### src/rtl/uart_dreg_pkg.sv
package uart_dreg_pkg;
   localparam int STAT_OFS = 0;
   localparam int CTRL_OFS = 1;
   localparam int DATA_OFS = 2;
   localparam int CTRL_RX8_BIT = 7;
   localparam int CTRL_TX8_BIT = 6;
   localparam int CTRL_IE_BIT  = 0;
   localparam int STAT_FULL_BIT = 0;
   localparam int STAT_PERR_BIT = 1;
endpackage

### src/rtl/uart_dreg_decode.sv
module uart_dreg_decode #(
   parameter int ADDR_W = 2
) (
   input  logic [ADDR_W-1:0] addr,
   input  logic              rd,
   input  logic              wr,
   output logic              stat_rd,
   output logic              ctrl_rd,
   output logic              data_rd,
   output logic              ctrl_wr,
   output logic              data_wr
);
   import uart_dreg_pkg::*;
   localparam logic [ADDR_W-1:0] A_STAT = ADDR_W'(STAT_OFS);
   localparam logic [ADDR_W-1:0] A_CTRL = ADDR_W'(CTRL_OFS);
   localparam logic [ADDR_W-1:0] A_DATA = ADDR_W'(DATA_OFS);

   always_comb begin
      stat_rd = rd && (addr == A_STAT);
      ctrl_rd = rd && (addr == A_CTRL);
      data_rd = rd && (addr == A_DATA);
      ctrl_wr = wr && (addr == A_CTRL);
      data_wr = wr && (addr == A_DATA);
   end
endmodule

### src/rtl/uart_dreg_ctrl.sv
module uart_dreg_ctrl #(
   parameter bit SUPPORT9 = 1'b1
) (
   input  logic       clk,
   input  logic       rst_n,
   input  logic       mode9,
   input  logic       ctrl_wr,
   input  logic       data_wr,
   input  logic [7:0] wdata,
   output logic       stage8_q,
   output logic       ie_q,
   output logic [8:0] tx_word,
   output logic       tx_load
);
   import uart_dreg_pkg::*;
   logic       ninth_commit;
   logic [7:0] tx_low_q;
   logic       tx_hi_q;

   always_ff @(posedge clk or negedge rst_n) begin
      if (!rst_n) begin
         ie_q     <= 1'b0;
         tx_low_q <= '0;
         tx_load  <= 1'b0;
      end else begin
         tx_load <= data_wr;
         if (ctrl_wr) ie_q <= wdata[CTRL_IE_BIT];
         if (data_wr) tx_low_q <= wdata;
      end
   end

   generate
      if (SUPPORT9) begin : g_ninth
         always_ff @(posedge clk or negedge rst_n) begin
            if (!rst_n) begin
               stage8_q <= 1'b0;
               tx_hi_q  <= 1'b0;
            end else begin
               if (ctrl_wr) stage8_q <= wdata[CTRL_TX8_BIT];
               if (data_wr) tx_hi_q  <= ninth_commit;
            end
         end
         assign ninth_commit = stage8_q & mode9;
      end else begin : g_no_ninth
         assign stage8_q     = 1'b0;
         assign tx_hi_q      = 1'b0;
         assign ninth_commit = 1'b0;
      end
   endgenerate

   assign tx_word = {tx_hi_q, tx_low_q};
endmodule

### src/rtl/uart_dreg_rxflags.sv
module uart_dreg_rxflags #(
   parameter int LVL_W    = 4,
   parameter bit SUPPORT9 = 1'b1
) (
   input  logic             clk,
   input  logic             rst_n,
   input  logic             stat_rd,
   input  logic             data_rd,
   input  logic             rx_push,
   input  logic [8:0]       rx_word,
   input  logic             rx_perr,
   input  logic [LVL_W-1:0] rx_level,
   input  logic [LVL_W-1:0] rx_wmark,
   output logic [8:0]       rx_q,
   output logic             full_q,
   output logic             perr_q
);
   logic arm_q;
   logic wm_ok;

   assign wm_ok = (rx_wmark == '0) || (rx_level < rx_wmark);

   always_ff @(posedge clk or negedge rst_n) begin
      if (!rst_n) begin
         rx_q[7:0] <= '0;
         full_q    <= 1'b0;
         perr_q    <= 1'b0;
         arm_q     <= 1'b0;
      end else begin
         if (rx_push) begin
            rx_q[7:0] <= rx_word[7:0];
            full_q    <= 1'b1;
            if (rx_perr) perr_q <= 1'b1;
            arm_q <= 1'b0;
         end else begin
            if (data_rd && wm_ok) full_q <= 1'b0;
            if (data_rd && arm_q) perr_q <= 1'b0;
            if (stat_rd)      arm_q <= 1'b1;
            else if (data_rd) arm_q <= 1'b0;
         end
      end
   end

   generate
      if (SUPPORT9) begin : g_rx9
         always_ff @(posedge clk or negedge rst_n) begin
            if (!rst_n)       rx_q[8] <= 1'b0;
            else if (rx_push) rx_q[8] <= rx_word[8];
         end
      end else begin : g_rx8
         assign rx_q[8] = 1'b0;
      end
   endgenerate
endmodule

### src/rtl/uart_dreg_if.sv
module uart_dreg_if #(
   parameter int ADDR_W   = 2,
   parameter int LVL_W    = 4,
   parameter bit SUPPORT9 = 1'b1
) (
   input  logic              clk,
   input  logic              rst_n,
   input  logic              mode9,
   input  logic [ADDR_W-1:0] bus_addr,
   input  logic              bus_rd,
   input  logic              bus_wr,
   input  logic [7:0]        bus_wdata,
   output logic [7:0]        bus_rdata,
   input  logic              rx_push,
   input  logic [8:0]        rx_word,
   input  logic              rx_perr,
   input  logic [LVL_W-1:0]  rx_level,
   input  logic [LVL_W-1:0]  rx_wmark,
   output logic              rx_pop,
   output logic [8:0]        tx_word,
   output logic              tx_load,
   output logic              irq_perr
);
   import uart_dreg_pkg::*;

   generate
      if (ADDR_W < 2) begin : g_bad_addr
         $error("uart_dreg_if: ADDR_W must be at least 2");
      end
      if (LVL_W < 1) begin : g_bad_lvl
         $error("uart_dreg_if: LVL_W must be at least 1");
      end
   endgenerate

   logic       stat_rd, ctrl_rd, data_rd, ctrl_wr, data_wr;
   logic       stage8_q, ie_q, full_q, perr_q;
   logic [8:0] rx_q;

   uart_dreg_decode #(.ADDR_W(ADDR_W)) dec_i (
      .addr(bus_addr), .rd(bus_rd), .wr(bus_wr),
      .stat_rd(stat_rd), .ctrl_rd(ctrl_rd), .data_rd(data_rd),
      .ctrl_wr(ctrl_wr), .data_wr(data_wr)
   );

   uart_dreg_ctrl #(.SUPPORT9(SUPPORT9)) ctl_i (
      .clk(clk), .rst_n(rst_n), .mode9(mode9),
      .ctrl_wr(ctrl_wr), .data_wr(data_wr), .wdata(bus_wdata),
      .stage8_q(stage8_q), .ie_q(ie_q),
      .tx_word(tx_word), .tx_load(tx_load)
   );

   uart_dreg_rxflags #(.LVL_W(LVL_W), .SUPPORT9(SUPPORT9)) rxf_i (
      .clk(clk), .rst_n(rst_n), .stat_rd(stat_rd), .data_rd(data_rd),
      .rx_push(rx_push), .rx_word(rx_word), .rx_perr(rx_perr),
      .rx_level(rx_level), .rx_wmark(rx_wmark),
      .rx_q(rx_q), .full_q(full_q), .perr_q(perr_q)
   );

   always_comb begin
      bus_rdata = '0;
      if (stat_rd) begin
         bus_rdata[STAT_FULL_BIT] = full_q;
         bus_rdata[STAT_PERR_BIT] = perr_q;
      end else if (ctrl_rd) begin
         bus_rdata[CTRL_RX8_BIT] = rx_q[8] & mode9;
         bus_rdata[CTRL_TX8_BIT] = stage8_q;
         bus_rdata[CTRL_IE_BIT]  = ie_q;
      end else if (data_rd) begin
         bus_rdata = rx_q[7:0];
      end
   end

   assign rx_pop   = data_rd;
   assign irq_perr = perr_q & ie_q;
endmodule

### config.mk
export PLATFORM = sky130hd
export DESIGN_NAME = uart_dreg_if
export DESIGN_NICKNAME = d
export VERILOG_FILES = /design/src/rtl/uart_dreg_pkg.sv /design/src/rtl/uart_dreg_decode.sv /design/src/rtl/uart_dreg_ctrl.sv /design/src/rtl/uart_dreg_rxflags.sv /design/src/rtl/uart_dreg_if.sv
export SDC_FILE = /design/constraint.sdc
export NUM_CORES = 1
export LEC_CHECK = 0
export BUFFER_PORTS_ARGS = -buffer_cell sky130_fd_sc_hd__buf_2
export CORE_MARGIN = 2
export CORE_UTILIZATION = 46
export DETAILED_ROUTE_END_ITERATION = 10
export PLACE_DENSITY = 0.79
export SLEW_MARGIN = 20
export SYNTH_ARGS = -nofsm -noshare
export SYNTH_HDL_FRONTEND = slang
export SYNTH_HIERARCHICAL = 1
export SYNTH_SLANG_ARGS = --single-unit
### constraint.sdc
create_clock -name clk -period 1.75 [get_ports clk]
set_input_delay 0.35 -clock clk [delete_from_list [all_inputs] [get_ports clk]]
set_output_delay 0.35 -clock clk [all_outputs]
set_load 0.05 [all_outputs]
### Word level (Yosys, flattened, before mapping)

Cells that the tools add are included.
W data, S select, Z words.

* eq/ne operators: 3
* mux-type cells: 14
* magnitude comparators: 1
* bitwise gates (word level): 3
* reductions and logical operators: 14

Operators by type and width (number)
* $mux W1: 9
* $mux W8: 1
* $logic_and A1 B1 Y1: 7
* $mux W6: 1
* $mux W5: 1
* $logic_not A4 Y1: 1
* $lt A4 B4 Y1: 1
* $mux W2: 2
* $reduce_bool A2 Y1: 2
* $and A1 B1 Y1: 3
* $reduce_bool A3 Y1: 1
* $eq A2 B1 Y1 const B: 1
* $eq A2 B2 Y1 const B: 1
* $logic_not A2 Y1: 1
* $ne A2 B1 Y1 const B: 1
* $reduce_and A2 Y1: 1
* $logic_or A1 B1 Y1: 1

* word-level logic and storage cells: 45
* output and inout bits: 20
* input port bits: 34
* bits in registers: 24

### Depth between registers and ports, before layout

Gate-level depths: netlist of run 1.

* depth in word-level cells: 5
* depth in mapped cells: 5
* depth with buffers taken out: 5

### Cells and area by module

The synthesis of run 1 kept the hierarchy.

By module, submodules not included
* uart_dreg_rxflags: area each 541.8 sq um, instances 1, cells an instance 42, seq. area each 300.3 sq um
* uart_dreg_ctrl: area each 475.5 sq um, instances 1, cells an instance 27, seq. area each 300.3 sq um
* uart_dreg_if: area each 117.6 sq um, instances 1, cells an instance 19, seq. area each 0.0 sq um
* uart_dreg_decode: area each 42.5 sq um, instances 1, cells an instance 5, seq. area each 0.0 sq um

### Worst setup path after synthesis of run 1

OpenSTA, ideal clock, no wires.

* path kind: input -> output
* from: input bus_addr[0]
* to: output bus_rdata[1]
* required time: 1.400 ns
* stages on the path: 3
* buffers on the path: 0
* data arrival time: 2.220 ns
* setup slack: -0.820 ns
* cells stage by stage: and3b_1 > nand3b_1 > o21ai_0

* longest elaborated chain between the ends: 5
* elaborated cells on any way between the ends: 9
* those cells by class: eq/ne: 2; mux: 3; reduce/logical: 4

Ends and longest elaborated chain
* start: declaration: RTL line uart_dreg_if.sv:9 `input logic [ADDR_W-1:0] bus_addr,`
* $eq A2 B2 Y1: RTL line uart_dreg_decode.sv:21 `data_rd = rd && (addr == A_DATA);`
* $logic_and A1 B1 Y1: RTL line uart_dreg_decode.sv:21
* $mux W8: RTL line uart_dreg_if.sv:68 `end else if (data_rd) begin`
* $mux W5: RTL line uart_dreg_if.sv:64 `end else if (ctrl_rd) begin`
* $mux W2 *: RTL line uart_dreg_if.sv:61 `if (stat_rd) begin`
* end: declaration: RTL line uart_dreg_if.sv:13 `output logic [7:0] bus_rdata,`

Mark *: on every way between the ends. The rest lies on a longest branch, timed or not.

### Final worst setup path of run 1

Ends and elaborated chain as after synthesis.

==> results of run 1 <==
## placed cells by master, fill, tap and decap left out, drive strengths merged
cell type  instances
buf               59
dfrtp             24
mux2              19
a21oi              6
inv                5
and2               5
nand3b             4
clkbuf             4
and3b              4
nand2              3
nor2               3
ha                 3
nor3b              2
nand3              2
o21ai              2
nor2b              1
or3b               1
o2111ai            1
clkinv             1
a2111oi            1
or3                1
o31ai              1
a22oi              1
## state kept, by name, indices dropped and copies added (netlist names)
name,cells
rxf_i/rx_q,9
ctl_i/tx_low_q,8
ctl_i/ie_q,1
ctl_i/stage8_q,1
ctl_i/tx_hi_q,1
ctl_i/tx_load,1
rxf_i/arm_q,1
rxf_i/full_q,1
rxf_i/perr_q,1
## layout make-up
type	instances	area, um^2	share of cell area (%)
clock buffers	4	36.3	2.18
inverters	6	23.8	1.43
multi-input cells	60	597	35.9
flip-flops and latches	24	601	36.1
well taps	30	37.5	2.26
repair buffers	59	369	22.2
## timing repair
item	CTS	global route
hold buffers	0	0
buffers inserted	0	2
endpoints found under the setup margin	7	8
resized for setup	7	17
pin swaps	0	4
## worst min path at each step
stage                   endpoint  cells after the start
4_1_cts        ctl_i/tx_low_q[0]                      1
3_3_place_gp   ctl_i/tx_low_q[0]                      1
2_1_floorplan         ctl_i/ie_q                      0
3_5_place_dp   ctl_i/tx_low_q[0]                      1
5_1_grt           ctl_i/stage8_q                      1
6_report       ctl_i/tx_low_q[0]                      1
## logic make-up (layout without fill, tap and decap cells)
group           after synthesis  after routing  synth area share (%)
mux                          19             19                  20.7
simple gates                 26             26                  14.5
buf+inv                       9             69                  4.04
fa+ha+maj                     3              3                  3.19
compound gates               12             12                  6.59
flops                        24             24                  51.0
## per-layer routing
layer / wire length, um / part of all wire, % / vias to the layer above / track usage, %
li1: - / - / 448 / -
met1: 1030 / 42 / 455 / 21.8
met2: 1230 / 50 / 38 / 29.8
met3: 181 / 7.4 / 2 / 3.28
met4: 27 / 1.1 / 0 / 7.50
met5: 0 / 0 / - / 0
## cells in the mapped netlist (all sizes together) (2+ instances only)
library cell and number:
nand3b 4, nor3b 2, buf 3, and2 5
nand2 3, ha 3, mux2 19, nand3 2
and3b 4, dfrtp 24, nor2 3, a21oi 6
inv 5, o21ai 2
## through the flow
stage               TNS [ns]  cell area, um^2  power, uW  instances  setup slack (ns)
floorplan                  0             1230       1030         93           0.00857
global placement      -0.131             1540       1150        177           -0.0385
detailed placement    -0.237             1540       1160        177           -0.0489
global route               0             1660       1540        183            0.0179
finish                     0             1660       1450        183            0.0531
CTS                        0             1600       1460        181            0.0105
## where the power goes
part	switching, uW	internal [uW]	leakage (uW)
sequential	42.5	630	0.000283
clock	157	127	0.0000210
combinational	309	188	0.000515
==> qor.csv, run 1 <==
metric,value,unit
crit_family,buffers and inverters,
fmax,589,MHz
r2r_slack,0.97,ns
setup_viol,0,
crit_start,bus_addr[0],
synth_edf_count,0,
synth_top_area_cell,dfrtp_1,
synth_warnings,6,
path_clk_slew,0.12,ns
fin_util,67.8,%
synth-main-ff-cell,dfrtp_1,
min_period,1.70,ns
drt_iter0_markers,8,
period_share,97.0,%
clk_path_buf_depth,2,
worstPathCellList,buf_6 > and3b_2 > buf_4 > nand3b_1 > o21ai_2 > buf_2,
worstMarginPinSlew,0.517,ns
die-area,0.00298,mm^2
crit_required,1.40,ns
path_buf_inv,3,
violations,hold timing,
drive_above_1_share,62.7,%
avgSynthCellArea,12.7,um^2
antenna_found_initial,0,
cp-end-kind,output pin,
fin_hold_ws,-0.00746,ns
syn_inst,93,
initial_core_util,48.0,%
io_buffer_count,53,
fp.coreArea,0.00245,mm^2
startpoint_type,input port,
numClockSinks,24,
syn_area,0.00118,mm^2
cp.arrival,1.35,ns
vias,943,
max-slew-margin-rel,65.5,%
crit_fanout,5,
cp.depth,6,
clock_latency,0.31,ns
ioPinCount,54,
numCtsBuffers,3,
r2r_end,ctl_i/stage8_q,
drt_first_pass_iters,2,
skew,0.000585,ns
cts_tree,done,
die_x,54.6,um
avgViaCountPerCell,5.15,
p_leak,0.000819,uW
drc,0,
n_fill_cell,184,
place.detailed.hpwl,1930,um
hold_viol_final,24,
critical-path-max-stage-delay,0.27,ns
fp-row-count,18,
slowest_stage,and3b_2,
synthArstFlopShare,100,%
cp-endpoint,bus_rdata[1],
reg2reg_depth,1,
grt_start_max_net_pins,25,
track_usage,17.6,%
area_growth,41.3,%
syn_nets,130,
crit_type,input port to output pin,
clockRootBuffer,clkbuf_4,
diodes,0,
rsz0062_at_grt,no,
postRouteAntennaNets,0,
status,"finished, violations left",
nets,191,
die_y,54.6,um
wl,2460,um
timing.rr.start,ctl_i/stage8_q,
grt_pass1_vias,896,
synth.area.top_cells,"dfrtp_1 (51%), mux2_2 (11%), mux2_4 (10%)",
htreeDepth,1,
seq_area_frac_synth,51.0,%
pwr_density_cell,874,mW/mm^2
ys_seq_elements,24,
netlist.area_leader.share,51.0,%
irDropWorstVdd,0.000668,V
synth.distinct_cells,26,
grt_pass1_wl,3750,um
slew_viol_final,0,
hold_class,input port to async pin,
maxCapViolations,0,
wl_per_cell,13.4,um
gp_congestion,0.698,
grt.overflow.total,0,
No activity file was read; power rests on OpenSTA's default activity.
==> run 2, diff against run 1 <==
CORE_UTILIZATION = 49   (was 46)
PLACE_DENSITY = 0.83   (was 0.79)
clock period = 2.1 ns   (was 1.75 ns; I/O delays follow)
==> run 2 against run 1 <==
The flow now finishes without violations. Non-clock buffer count fell by 4. Clock skew decreased by 0.00051 ns. Design area decreased by 7.3%. Count of clock-buffer cells in the layout is 1 lower. Critical endpoint is now bus_rdata[2]. Worst hold slack better by 0.065 ns.
==> qor.csv, run 2 (synthesis gave the netlist of run 1 again) <==
metric,value,unit
status,completed,
hold_viol_final,0,
hold_buffers,0,
cts_setup_buffers,0,
max-slew-margin-rel,60.0,%
wl_per_cell,15.0,um
place.detailed.hpwl,2110,um
p_leak,0.000783,uW
layout.cells.non_filler,177,
dp_cells,173,
top_register,rxf_i/rx_q,
wl,2660,um
pwr_density_cell,833,mW/mm^2
grt_pass1_wl,4240,um
crit_required,1.68,ns
critical-path-max-stage-delay,0.32,ns
crit_family,simple AND/OR/NAND/NOR gates,
grt_start_max_net_pins,25,
htreeDepth,1,
hold_class,input port to async pin,
drt_first_pass_iters,4,
cp.arrival,1.55,ns
irDropWorstVdd,0.000662,V
grt_pass1_vias,920,
p_int,856,uW
final_cell_mix,"buf_2 (53), dfrtp_1 (24), mux2_2 (11), mux2_4 (8)",
die-area,0.00281,mm^2
path_clk_slew,0.13,ns
min_period,1.97,ns
worstMarginPinSlew,0.600,ns
fp-row-count,17,
area_growth,31.0,%
slew_viol_final,0,
n_fill_cell,185,
largest_register_ffs,9,
drt_iter0_markers,4,
fmax,507,MHz
startpoint_type,input port,
period_share,93.9,%
nets,187,
skew,0.0000748,ns
postRouteAntennaNets,0,
clk_path_buf_depth,2,
p_sw_share,33.4,%
final_common_cell,buf_2,
pwr-share-seq,44.0,%
io_buffer_count,53,
p_sw,429,uW
drive_above_1_share,58.4,%
numClockSinks,24,
die_y,53.0,um
multiInputGateArea,551,um^2
grt.overflow.total,0,
avgViaCountPerCell,5.23,
clockPowerShare,25.6,%
crit_top_cell,buf_2,
slowest_stage,nor3b_2,
vias,925,
cts_resized,0,
combPwrFrac,30.4,%
diodes,0,
clockRootBuffer,clkbuf_4,
maxCapViolations,0,
cp-end-kind,output pin,
crit_fanout,8,
cts_tree,done,
tns,0,ns
track_usage,21.2,%
initial_core_util,52.7,%
numCtsBuffers,3,
path_buf_inv,2,
reg_top3,"rxf_i/rx_q: 9 flops, ctl_i/tx_low_q: 8 flops",
fp.coreArea,0.00223,mm^2
antenna_found_initial,0,
die_x,53.0,um
gp_congestion,0.729,
ioPinCount,54,
rsz0062_at_grt,no,
clock_latency,0.31,ns
setup_viol,0,
crit_type,input port to output pin,
worstPathCellList,buf_2 > and3b_1 > nor3b_2 > and2_1 > buf_2,
regArea,601,um^2
drc,0,
==> run 2: changes by cell type in the layout (fill, tap and decap cells not counted), moves of 3 or more <==
cell / change
and2_4: -4
buf_6: -7
a21oi_4: -3
buf_4: -6
a21oi_2: +3
buf_2: +10
and2_1: +4
==> run 2: path summary, 6_finish.rpt <==
path                                 from  slack, ns                end  cells past startpoint
min in group clk             bus_wdata[2]       0.33  ctl_i/tx_low_q[2]                      2
setup reg to reg           ctl_i/stage8_q       1.29     ctl_i/stage8_q                      1
max in group asynchronous           rst_n       1.70        rxf_i/arm_q                      1
hold reg to reg             rxf_i/rx_q[3]       0.51      rxf_i/rx_q[3]                      1
setup / recovery              bus_addr[0]       0.13       bus_rdata[2]                      5
hold / removal                      rst_n       0.06  ctl_i/tx_low_q[1]                      1
==> run 2: routing by layer <==
| metal | track usage, % | vias to the layer above | share of wire [%] | wire [um] |
|---|---|---|---|---|
| li1 | - | 438 | - | - |
| met1 | 26.3 | 453 | 41 | 1080 |
| met2 | 37.7 | 30 | 53 | 1410 |
| met3 | 2.82 | 4 | 4.6 | 123 |
| met4 | 7.26 | 0 | 1.6 | 43 |
| met5 | 0 | - | 0 | 0 |
==> run 2: final cells by class <==
| cell class | count | area share [%] |
|---|---|---|
| flip-flops and latches | 24 | 38.9 |
| multi-input cells | 60 | 35.7 |
| repair buffers | 55 | 18.2 |
| well taps | 28 | 2.27 |
| clock inverters | 1 | 1.95 |
| inverters | 6 | 1.54 |
| clock buffers | 3 | 1.46 |
==> run 2: through the flow <==
stage	worst slack [ns]	area [um^2]	utilization (%)	total power, uW	hold slack (ns)
floorplan	0.101	1200	-	851	0.124
global placement	0.162	1490	66.7	949	0.419
detailed placement	0.127	1490	66.7	965	0.423
CTS	0.125	1540	69.1	1290	0.0638
global route	0.0550	1540	69.1	1340	0.0793
finish	0.128	1540	69.1	1290	0.0572
==> run 2: power by group through the flow <==
stage	Clock, uW	Combinational (uW)	Sequential, uW
2_1_floorplan	0	181	671
3_3_place_gp	0	382	567
3_5_place_dp	0	391	574
4_1_cts	335	393	565
5_1_grt	355	412	574
6_report	329	390	565
